<file path="config.mk">
export PLATFORM = sky130hd
export DESIGN_NAME = pci_xlate_win
export DESIGN_NICKNAME = d
export VERILOG_FILES = /design/src/rtl/pci_xlate_win.sv
export SDC_FILE = /design/constraint.sdc
export NUM_CORES = 1
export LEC_CHECK = 0
export BUFFER_PORTS_ARGS = -buffer_cell sky130_fd_sc_hd__buf_2
export CAP_MARGIN = 20
export CORE_ASPECT_RATIO = 1.5
export CORE_MARGIN = 5
export CORE_UTILIZATION = 52
export CTS_CLUSTER_SIZE = 10
export DETAILED_ROUTE_END_ITERATION = 10
export MAX_ROUTING_LAYER = met4
export PLACE_DENSITY = 0.8
export SKIP_LAST_GASP = 1
export SLEW_MARGIN = 15
export SYNTH_ARGS = -nofsm -noshare
export SYNTH_HDL_FRONTEND = slang
export SYNTH_SLANG_ARGS = --single-unit
</file>
<file path="constraint.sdc">
create_clock -name clk -period 2.1 [get_ports clk]
set_input_delay 0.315 -clock clk [delete_from_list [all_inputs] [get_ports clk]]
set_output_delay 0.315 -clock clk [all_outputs]
set_load 0.02 [all_outputs]
</file>
<file path="src/rtl/pci_xlate_win.sv">
module pci_xlate_win #(
  parameter int NMEM = 3
) (
  input  logic        clk,
  input  logic        rst_n,
  input  logic        cfg_we,
  input  logic [2:0]  cfg_sel,
  input  logic [31:0] cfg_data,
  input  logic        req_valid,
  input  logic        req_is_io,
  input  logic [31:0] req_addr,
  output logic        rsp_valid,
  output logic        rsp_hit,
  output logic [3:0]  rsp_win,
  output logic [31:0] rsp_addr
);

  localparam int WIDX = NMEM + 1;

  logic [NMEM-1:0]        mhit;
  logic [NMEM-1:0]        mwin;
  logic [NMEM-1:0][31:0]  mxl;

  logic [23:0] io_pb, io_lb;
  logic [7:0]  io_mk;
  logic        io_en;
  logic        ihit;

  logic             nhit;
  logic [WIDX-1:0]  nwin;
  logic [31:0]      naddr;

  for (genvar i = 0; i < NMEM; i++) begin : g_mem
    logic [11:0] pb, lb;
    logic [8:0]  mk;
    logic        en;

    always_ff @(posedge clk) begin
      if (!rst_n) begin
        pb <= '0;
        lb <= '0;
        mk <= '0;
        en <= 1'b0;
      end else if (cfg_we && cfg_sel == 3'(i)) begin
        pb <= cfg_data[31:20];
        lb <= cfg_data[11:0];
      end else if (cfg_we && cfg_sel == 3'(i + 3)) begin
        mk <= cfg_data[28:20];
        en <= cfg_data[0];
      end
    end

    assign mhit[i] = en && (req_addr[31:29] == pb[11:9])
                        && ((req_addr[28:20] & ~mk) == (pb[8:0] & ~mk));
    assign mxl[i]  = {lb[11:9], (lb[8:0] & ~mk) | (req_addr[28:20] & mk),
                      req_addr[19:0]};
  end

  always_ff @(posedge clk) begin
    if (!rst_n) begin
      io_pb <= '0;
      io_lb <= '0;
      io_mk <= '0;
      io_en <= 1'b0;
    end else if (cfg_we && cfg_sel == 3'd6) begin
      io_pb <= cfg_data[31:8];
      io_en <= cfg_data[0];
    end else if (cfg_we && cfg_sel == 3'd7) begin
      io_lb <= cfg_data[31:8];
      io_mk <= cfg_data[7:0];
    end
  end

  assign ihit = io_en && (req_addr[31:8] == io_pb);
  assign mwin = mhit & (~mhit + 1'b1);

  always_comb begin
    naddr = '0;
    if (req_is_io) begin
      nwin = {ihit, {NMEM{1'b0}}};
      if (ihit) naddr = {io_lb, req_addr[7:0]};
    end else begin
      nwin = {1'b0, mwin};
      for (int i = 0; i < NMEM; i++)
        if (mwin[i]) naddr = naddr | mxl[i];
    end
  end

  assign nhit = |nwin;

  always_ff @(posedge clk) begin
    if (!rst_n) begin
      rsp_valid <= 1'b0;
      rsp_hit   <= 1'b0;
      rsp_win   <= '0;
      rsp_addr  <= '0;
    end else begin
      rsp_valid <= req_valid;
      if (req_valid) begin
        rsp_hit  <= nhit;
        rsp_win  <= nwin;
        rsp_addr <= naddr;
      end
    end
  end

endmodule

</file>
==> results.yml, run 1 <==
power_and_ir_drop:
  cellPowerDensity_mw_per_mm2: 799
  power_leakage_nw: 3.64
  peakVddDrop_v: 0.000488
  fin_total_pwr_mw: 8.19
clocking:
  cts_root_buf: "clkbuf_16"
  clockBufferDepth: 2
  htreeDepth: 4
  cts.clk_slew.worst_paths_ns: 0.07
  cts.sinks: 189
  cts_buffers: 17
  cts_tree: "yes"
  worstSkewPairLatency_ns: 0.44
floorplanning:
  fp-row-count: 57
  design.die.area_mm2: 0.0191
  fp.coreArea_mm2: 0.0161
  die_h_um: 167
  start_util_pct: 52.8
  io_pins: 110
  die_w_um: 114
routing:
  via_per_inst: 5.78
  drt_iter0_drc: 859
  firstDrtPassIters: 7
  ant_nets: 0
  dr_total_vias: 7625
  drc: 0
  wl_per_cell_um: 20.3
  routed_wl_mm: 26.8
synthesis:
  syn_area_mm2: 0.00851
  ys_seq_elements: 189
  synthCells: 992
  synthesis.nets: 1064
  yosysUniqueCellTypes: 43
  yosysSeqAreaShare_pct: 44.5
  syn-mean-instance-area_um2: 8.58
  yosys_warnings: 0
global_route:
  overflow: 0
  antenna_found_initial: 2
  grt_max_degree: 169
  grt_util_all_layers_pct: 28.4
  grt_pass1_wl_mm: 41.1
  grt_pass1_vias: 7718
worst_setup_path:
  path_cells: "xnor2_1 > o22ai_1 > or2_1 > buf_4 > o211ai_2 > buf_4 > o32ai_2 > o221a_1"
  worst-setup-path-type: "flip-flop to flip-flop"
  worst_path_most_repeated_cell: "buf_4"
  critPathTopFamily: "compound AO/OA/AOI/OAI gates"
  critPathLaunchType: "flip-flop"
  cp_max_fo: 7
  cp.buffers_inverters: 2
  crit_slowest_cell: "dfxtp_1"
  max_stage_delay_ns: 0.33
  worstSetupEndpointType: "flip-flop"
  worst-endpoint-required_ns: 2.42
  worstPathArrival_ns: 2.48
place:
  port_buffers: 109
  hpwl_mm: 18.1
  gp_congestion: 0.944
  dp.cells: 1287
  place_ws_ns: -0.167
sta:
  fin_crit_ns: 2.16
  rsz0062_at_grt: "true"
  setup_ws_ns: -0.0576
  clock.fmax_ghz: 0.463
  worstMarginPinSlew_ns: 0.623
  fin_crit_sh_pct: 103
  drv_slew: 0
  setup_viol: 10
  maxSlewHeadroom_pct: 58.3
  clock_skew_ns: 0.0132
  hold_viol: 0
cells_and_area:
  final_nets: 1172
  utilization_pct: 63.6
  syn_to_final_growth_pct: 20.4
  drive_gt1_share_pct: 20.6
  layout_commonest_cell: "nand2_1"
  final_cell_mix: "312 x nand2_1, 184 x dfxtp_1, 132 x a21boi_0, 108 x buf_2, 51 x buf_4"
  instances_no_fill: 1320
outcome:
  outcome: "finished, violations left"
  failed_checks: "negative setup slack"
flow_run:
  cap_violations: 0
min_path:
  min_path_type: "input port to flip-flop"
[routing by layer]
layer | global-route usage (%) | share of wire (%) | vias up
li1 | - | - | 3556
met1 | 30.2 | 36 | 3545
met2 | 46.2 | 49 | 388
met3 | 5.41 | 7.4 | 136
met4 | 20.6 | 7.9 | 0
met5 | - | 0 | -
[registers in the layout, indices dropped and copies added, names as in the netlist]
name       count
rsp_win        4
io_lb         24
g_mem.pb      36
g_mem.lb      36
g_mem.en       3
g_mem.mk      27
rsp_addr      32
io_pb         24
rsp_valid      1
io_en          1
rsp_hit        1
[kinds of logic (layout without fill, tap and decap cells)]
kind of cell / count (synthesis) / count (layout) / share of synthesized area [%]
and+or+nand+nor: 384 / 384 / 18.4
AOI/OAI and AO/OA: 231 / 231 / 22.2
DFF: 189 / 189 / 44.5
buffers and inverters: 101 / 221 / 5.35
xor gates and xnor gates: 60 / 60 / 6.35
muxes: 27 / 27 / 3.18
other: 0 / 2 / 0
[report_power, final]
group	internal [mW]	switching, mW
clock network	2.36	1.41
logic	0.284	0.420
registers	3.66	0.0598
[synthesized netlist by cell type]
cell type  count  area (um^2)
clkbuf_2       9         45.0
a31o_2         1         8.76
o211ai_1       2         15.0
buf_6          7         78.8
and4_1         1         8.76
dfxtp_1      189         3780
a21boi_1      20          150
and3_1         2         12.5
a222oi_1       1         10.0
or2_1          1         6.26
nor2b_1        6         37.5
o22ai_1       10         62.6
o221a_1       12          135
xnor2_1       52          455
nor2_1        19         71.3
nand2b_1       3         18.8
clkbuf_1      50          188
mux2i_1       27          270
xor2_1         6         52.6
o211ai_2       1         12.5
or4_4          1         11.3
nor4_1         2         12.5
or3_1          1         6.26
o32ai_1        6         52.6
a2111o_1       1         11.3
o32ai_2        6         97.6
nand2_1      312         1170
nand4_1       11         68.8
inv_1         25         93.8
o22a_1         1         8.76
o221ai_1      10         87.6
a22o_1         8         70.1
nor3_1         5         25.0
o311ai_0       1         8.76
nand3_1        6         30.0
buf_2         10         50.1
o21a_1         2         15.0
and2_1        14         87.6
a21boi_0     132          991
o311a_1        2         20.0
xnor2_2        2         32.5
a221o_1       12          120
o21ai_1        3         15.0
[path summary, 6_finish.rpt]
kind / endpoint / slack [ns] / startpoint / cells past startpoint
hold / removal: rsp_addr[7] / 0.10 / req_addr[7] / 2
setup reg to reg: rsp_addr[21] / -0.06 / g_mem[1].pb[2] / 8
hold reg to reg: g_mem[0].lb[4] / 0.46 / g_mem[0].lb[4] / 2
setup / recovery: rsp_addr[21] / -0.06 / g_mem[1].pb[2] / 8
[repair_timing]
item	in CTS	in global routing
resized for setup	1	26
endpoints found under the setup margin	19	24
hold buffers	0	0
pin swaps	0	8
setup buffers	0	0
[layout make-up]
| class | instances | area [um^2] |
|---|---|---|
| flip-flops and latches | 189 | 3790 |
| inverters | 25 | 93.8 |
| fillers | 1307 | 5870 |
| clock buffers | 18 | 429 |
| well taps | 206 | 258 |
| repair buffers | 165 | 1010 |
| clock inverters | 13 | 259 |
| diodes | 2 | 5.00 |
| multi-input cells | 702 | 4400 |
[per-stage QoR]
| stage | hold slack [ns] | setup TNS, ns | cell area [um^2] |
|---|---|---|---|
| CTS | 0.0987 | -0.170 | 10100 |
| detailed placement | 0.452 | -3.66 | 9410 |
| floorplan | 0.434 | 0 | 8510 |
| global route | 0.0981 | -0.811 | 10200 |
| global placement | 0.442 | -2.89 | 9410 |
| finish | 0.103 | -0.258 | 10200 |
(Power assumes the default switching activity.)
==> run 2, diff against run 1 <==
--- a/config.mk
+++ b/config.mk
@@ -6,4 +6,5 @@
 export NUM_CORES = 1
 export LEC_CHECK = 0
+export ABC_CLOCK_PERIOD_IN_PS = 2100
 export BUFFER_PORTS_ARGS = -buffer_cell sky130_fd_sc_hd__buf_2
 export CAP_MARGIN = 20
==> constraint.sdc (replaced) <==
create_clock -name clk -period 2.1 [get_ports clk]
set_input_delay 0.21 -clock clk [delete_from_list [all_inputs] [get_ports clk]]
set_output_delay 0.21 -clock clk [all_outputs]
set_load 0.02 [all_outputs]
==> results.yml, run 2 (synthesis gave the netlist of run 1 again) <==
clocking:
  cts.clk_slew.worst_paths_ns: 0.07
  cts_root_buf: "clkbuf_16"
  clockBufferDepth: 2
  cts_buffers: 17
  cts_tree: "yes"
  postCtsSetupBuffers: 0
  htreeDepth: 4
  cts.sinks: 189
  worstSkewPairLatency_ns: 0.42
power_and_ir_drop:
  p_sw_share_pct: 24.1
  power_leakage_nw: 3.53
  p_comb_share_pct: 8.7
  peakVddDrop_v: 0.000518
  cellInternalPower_mw: 5.83
  switchingPower_mw: 1.86
  cellPowerDensity_mw_per_mm2: 770
  seqPwrFrac_pct: 48.3
  power_frac_clock_pct: 43.0
sta:
  hold_viol: 0
  setup_viol: 12
  drv_slew: 0
  fin_crit_ns: 2.18
  maxSlewHeadroom_pct: 36.9
  fin_crit_sh_pct: 104
  setup_tns_ns: -0.639
  setup_ws_ns: -0.0772
  clock_skew_ns: 0.0100
  worstMarginPinSlew_ns: 0.947
  rsz0062_at_grt: "true"
  clock.fmax_ghz: 0.459
place:
  port_buffers: 109
  dp.cells: 1275
  hpwl_mm: 17.9
  gp_congestion: 0.881
cells_and_area:
  final_cell_mix: "312 x nand2_1, 189 x dfxtp_1, 132 x a21boi_0, 108 x buf_2, 52 x xnor2_1"
  layout_commonest_cell: "nand2_1"
  utilization_pct: 61.9
  top_regs: "g_mem.lb (36), g_mem.pb (36), rsp_addr (32)"
  syn_to_final_growth_pct: 17.3
  drive_gt1_share_pct: 18.0
  instances_no_fill: 1308
  final_nets: 1161
worst_setup_path:
  worst-endpoint-required_ns: 2.47
  cp_max_fo: 13
  worst-setup-path-type: "flip-flop to flip-flop"
  worstSetupEndpointType: "flip-flop"
  critPathLaunchType: "flip-flop"
  worstPathArrival_ns: 2.55
floorplanning:
  design.die.area_mm2: 0.0191
  start_util_pct: 52.8
  fp.coreArea_mm2: 0.0161
  io_pins: 110
  die_h_um: 167
  die_w_um: 114
  fp-row-count: 57
min_path:
  min_path_type: "input port to flip-flop"
global_route:
  grt_max_degree: 112
  grt_pass1_wl_mm: 39.4
  overflow: 0
  grt_util_all_layers_pct: 27.2
  grt_pass1_vias: 7353
  antenna_found_initial: 2
routing:
  drc: 0
  routed_wl_mm: 25.6
  dr_total_vias: 7504
  firstDrtPassIters: 5
  drt_iter0_drc: 621
  via_per_inst: 5.74
  ant_nets: 0
  wl_per_cell_um: 19.6
outcome:
  failed_checks: "negative setup slack"
  outcome: "finished, violations left"
flow_run:
  cap_violations: 0
==> run 2: cell types whose count changed in the layout (fill, tap and decap cells not counted), moves of 5 or more <==
cell     before  now
buf_4        51   40
dfxtp_1     184  189
dfxtp_2       5    0
o32ai_1       1    6
==> run 2: cell type report <==
type,count,area (um^2)
tap,206,258
sequential,189,3780
antenna,2,5.00
clock buffer,18,439
clock inverter,12,160
multi-input combinational,702,4290
inverter,25,93.8
fill,1377,6130
timing repair buffer,154,951
==> run 2: final timing paths <==
kind	cells past startpoint	slack, ns	end	start
hold reg to reg	2	0.46	g_mem[0].lb[4]	g_mem[0].lb[4]
hold / removal	2	0.007	rsp_addr[1]	req_addr[1]
setup reg to reg	7	-0.08	rsp_addr[30]	g_mem[1].pb[9]
setup / recovery	7	-0.08	rsp_addr[30]	g_mem[1].pb[9]
==> run 2: metal layers <==
layer,vias to the layer above,global-route usage (%),routed length [um]
met2,336,45.3,12700
met1,3543,29.8,9560
li1,3533,-,-
met4,0,15.7,1550
met5,-,-,0
met3,92,5.34,1820
==> run 2: critical path: stages, from the launching register on <==
cell,delay [ns]
dfxtp_1,0.32
xnor2_1,0.16
nand4_1,0.21
or4_4,0.58
a2111o_1,0.35
buf_12,0.17
o32ai_1,0.12
o221a_1,0.21
==> run 2: repair_timing <==
item | in CTS | in global routing
resized for setup | 0 | 3
hold buffers | 1 | 0
hold endpoints to repair | 1 | 0
pin swaps | 1 | 1
endpoints found under the setup margin | 20 | 22
==> run 2: power by group through the flow <==
stage                     Combinational (mW)  Sequential (mW)  Clock, mW
after detailed placement               0.650             3.80          0
after CTS                              0.658             3.72       3.33
after floorplan                        0.384             3.80          0
final                                  0.669             3.72       3.30
after global routing                   0.715             3.72       3.47
after global placement                 0.642             3.79          0
==> run 2: stage by stage <==
| stage | power [mW] | hold slack (ns) | setup WS (ns) | area (um^2) |
|---|---|---|---|---|
| 6_report | 7.69 | 0.00739 | -0.0772 | 9980 |
| 5_1_grt | 7.90 | 0.000776 | -0.161 | 9980 |
| 4_1_cts | 7.70 | 0.00137 | -0.0329 | 9960 |
| 3_5_place_dp | 4.45 | 0.434 | -0.0431 | 9350 |
| 3_3_place_gp | 4.44 | 0.431 | 0.00519 | 9350 |
| 2_1_floorplan | 4.18 | 0.336 | 0.158 | 8510 |
==> run 3, diff against run 2 <==
Settings changed: CTS_BUF_LIST set to sky130_fd_sc_hd__clkbuf_4 sky130_fd_sc_hd__clkbuf_8 sky130_fd_sc_hd__clkbuf_16, GPL_ROUTABILITY_DRIVEN set to 1, SKIP_LAST_GASP 1 to unset.
==> results.yml, run 3 (synthesis gave the netlist of run 1 again) <==
sta:
  fin_crit_sh_pct: 103
  hold_viol: 0
  worstMarginPinSlew_ns: 0.919
  clock.fmax_ghz: 0.461
  drv_slew: 0
  fin_crit_ns: 2.17
  rsz0062_at_grt: "true"
  setup_viol: 12
  setup_ws_ns: -0.0704
  clock_skew_ns: 0.0118
  maxSlewHeadroom_pct: 38.7
place:
  placed_cell_area_mm2: 0.00935
  hpwl_mm: 17.9
  gp_congestion: 0.881
  port_buffers: 109
power_and_ir_drop:
  peakVddDrop_v: 0.000520
  fin_total_pwr_mw: 7.69
  power_leakage_nw: 3.54
  cellPowerDensity_mw_per_mm2: 769
routing:
  ant_nets: 0
  routed_wl_mm: 25.5
  wl_per_cell_um: 19.5
  dr_total_vias: 7480
  via_per_inst: 5.72
  drt_iter0_drc: 692
  drc: 0
  firstDrtPassIters: 5
clocking:
  clockBufferDepth: 2
  cts_root_buf: "clkbuf_16"
  cts.sinks: 189
  cts_tree: "yes"
  cts.clk_slew.worst_paths_ns: 0.07
  postCtsSetupBuffers: 0
  worstSkewPairLatency_ns: 0.43
  htreeDepth: 4
  cts_buffers: 17
cells_and_area:
  multiInputGateArea_mm2: 0.00431
  top_regs: "g_mem.lb (36), g_mem.pb (36), rsp_addr (32)"
  layout_commonest_cell: "nand2_1"
  num-fill-cells: 1370
  layout.cell_area.non_filler_mm2: 0.0100
  final_nets: 1161
  syn_to_final_growth_pct: 17.6
  seq_area_mm2: 0.00379
  drive_gt1_share_pct: 18.5
  final_cell_mix: "312 x nand2_1, 187 x dfxtp_1, 132 x a21boi_0, 108 x buf_2, 51 x xnor2_1"
floorplanning:
  io_pins: 110
  fp-row-count: 57
  design.die.area_mm2: 0.0191
  die_w_um: 114
  fp.coreArea_mm2: 0.0161
  start_util_pct: 52.8
  die_h_um: 167
global_route:
  grt_pass1_wl_mm: 39.4
  grt_pass1_vias: 7353
  antenna_found_initial: 2
  grt_max_degree: 112
  grt_util_all_layers_pct: 27.2
  overflow: 0
outcome:
  outcome: "finished, violations left"
  failed_checks: "negative setup slack"
worst_setup_path:
  cp_max_fo: 13
  worst-setup-path-type: "flip-flop to flip-flop"
  critPathLaunchType: "flip-flop"
  rrSetupSlack_ns: -0.07
  worst-endpoint-required_ns: 2.47
  worstPathArrival_ns: 2.54
  worstSetupEndpointType: "flip-flop"
min_path:
  min_path_type: "input port to flip-flop"
flow_run:
  cap_violations: 0
[run 3: cell counts in the layout (fill, tap and decap cells not counted)]
Identical to the previous run, type by type.
[run 3: worst max-delay path, cell delays in order, from the launching register on]
cell and delay, ns:
dfxtp_2 0.33, xnor2_1 0.16, nand4_1 0.21, or4_4 0.57
a2111o_1 0.35, buf_12 0.17, o32ai_1 0.12, o221a_1 0.21
[run 3: final timing paths]
kind | cells after the start | start | to
max | 7 | g_mem[1].pb[9] | rsp_addr[29]
min | 2 | req_addr[1] | rsp_addr[1]
min reg2reg | 2 | g_mem[0].lb[4] | g_mem[0].lb[4]
max reg2reg | 7 | g_mem[1].pb[9] | rsp_addr[29]
[run 3: timing repair]
action                                  CTS  global route
hold endpoints to repair                  1             0
pin swaps                                 1             2
endpoints found under the setup margin   20            22
gates resized for setup                   0             8
hold buffers                              1             0
[run 3: metal layers]
layer,up-vias,routed length (um),track usage [%]
met4,0,1600,15.7
met3,94,1750,5.34
met5,-,0,-
li1,3529,-,-
met2,342,12700,45.3
met1,3515,9440,29.8
[run 3: power breakdown]
group / total (mW) / switching (mW) / internal (mW)
clock network: 3.31 / 1.40 / 1.91
registers: 3.72 / 0.0559 / 3.66
logic: 0.669 / 0.400 / 0.269
total: 7.69 / 1.86 / 5.84
[run 3: metrics by stage]
step / cells / TNS, ns / util, % / hold slack, ns / worst slack (ns)
6_report: 1308 / -0.609 / 62.1 / 0.00671 / -0.0704
5_1_grt: 1308 / -1.31 / 62.1 / 0.000776 / -0.133
4_1_cts: 1306 / -0.165 / 61.8 / 0.00137 / -0.0329
3_5_place_dp: 1275 / -0.193 / 58.0 / 0.434 / -0.0431
3_3_place_gp: 1275 / 0 / 58.0 / 0.431 / 0.00519
2_1_floorplan: 992 / 0 / - / 0.336 / 0.158
[run 3: layout make-up]
cell class              instances  share of cell area (%)
repair buffers                154                    9.50
clock buffers                  18                    4.39
multi-input cells             702                    43.1
inverters                      25                   0.938
diodes                          2                  0.0500
flip-flops and latches        189                    37.8
well taps                     206                    2.58
clock inverters                12                    1.60
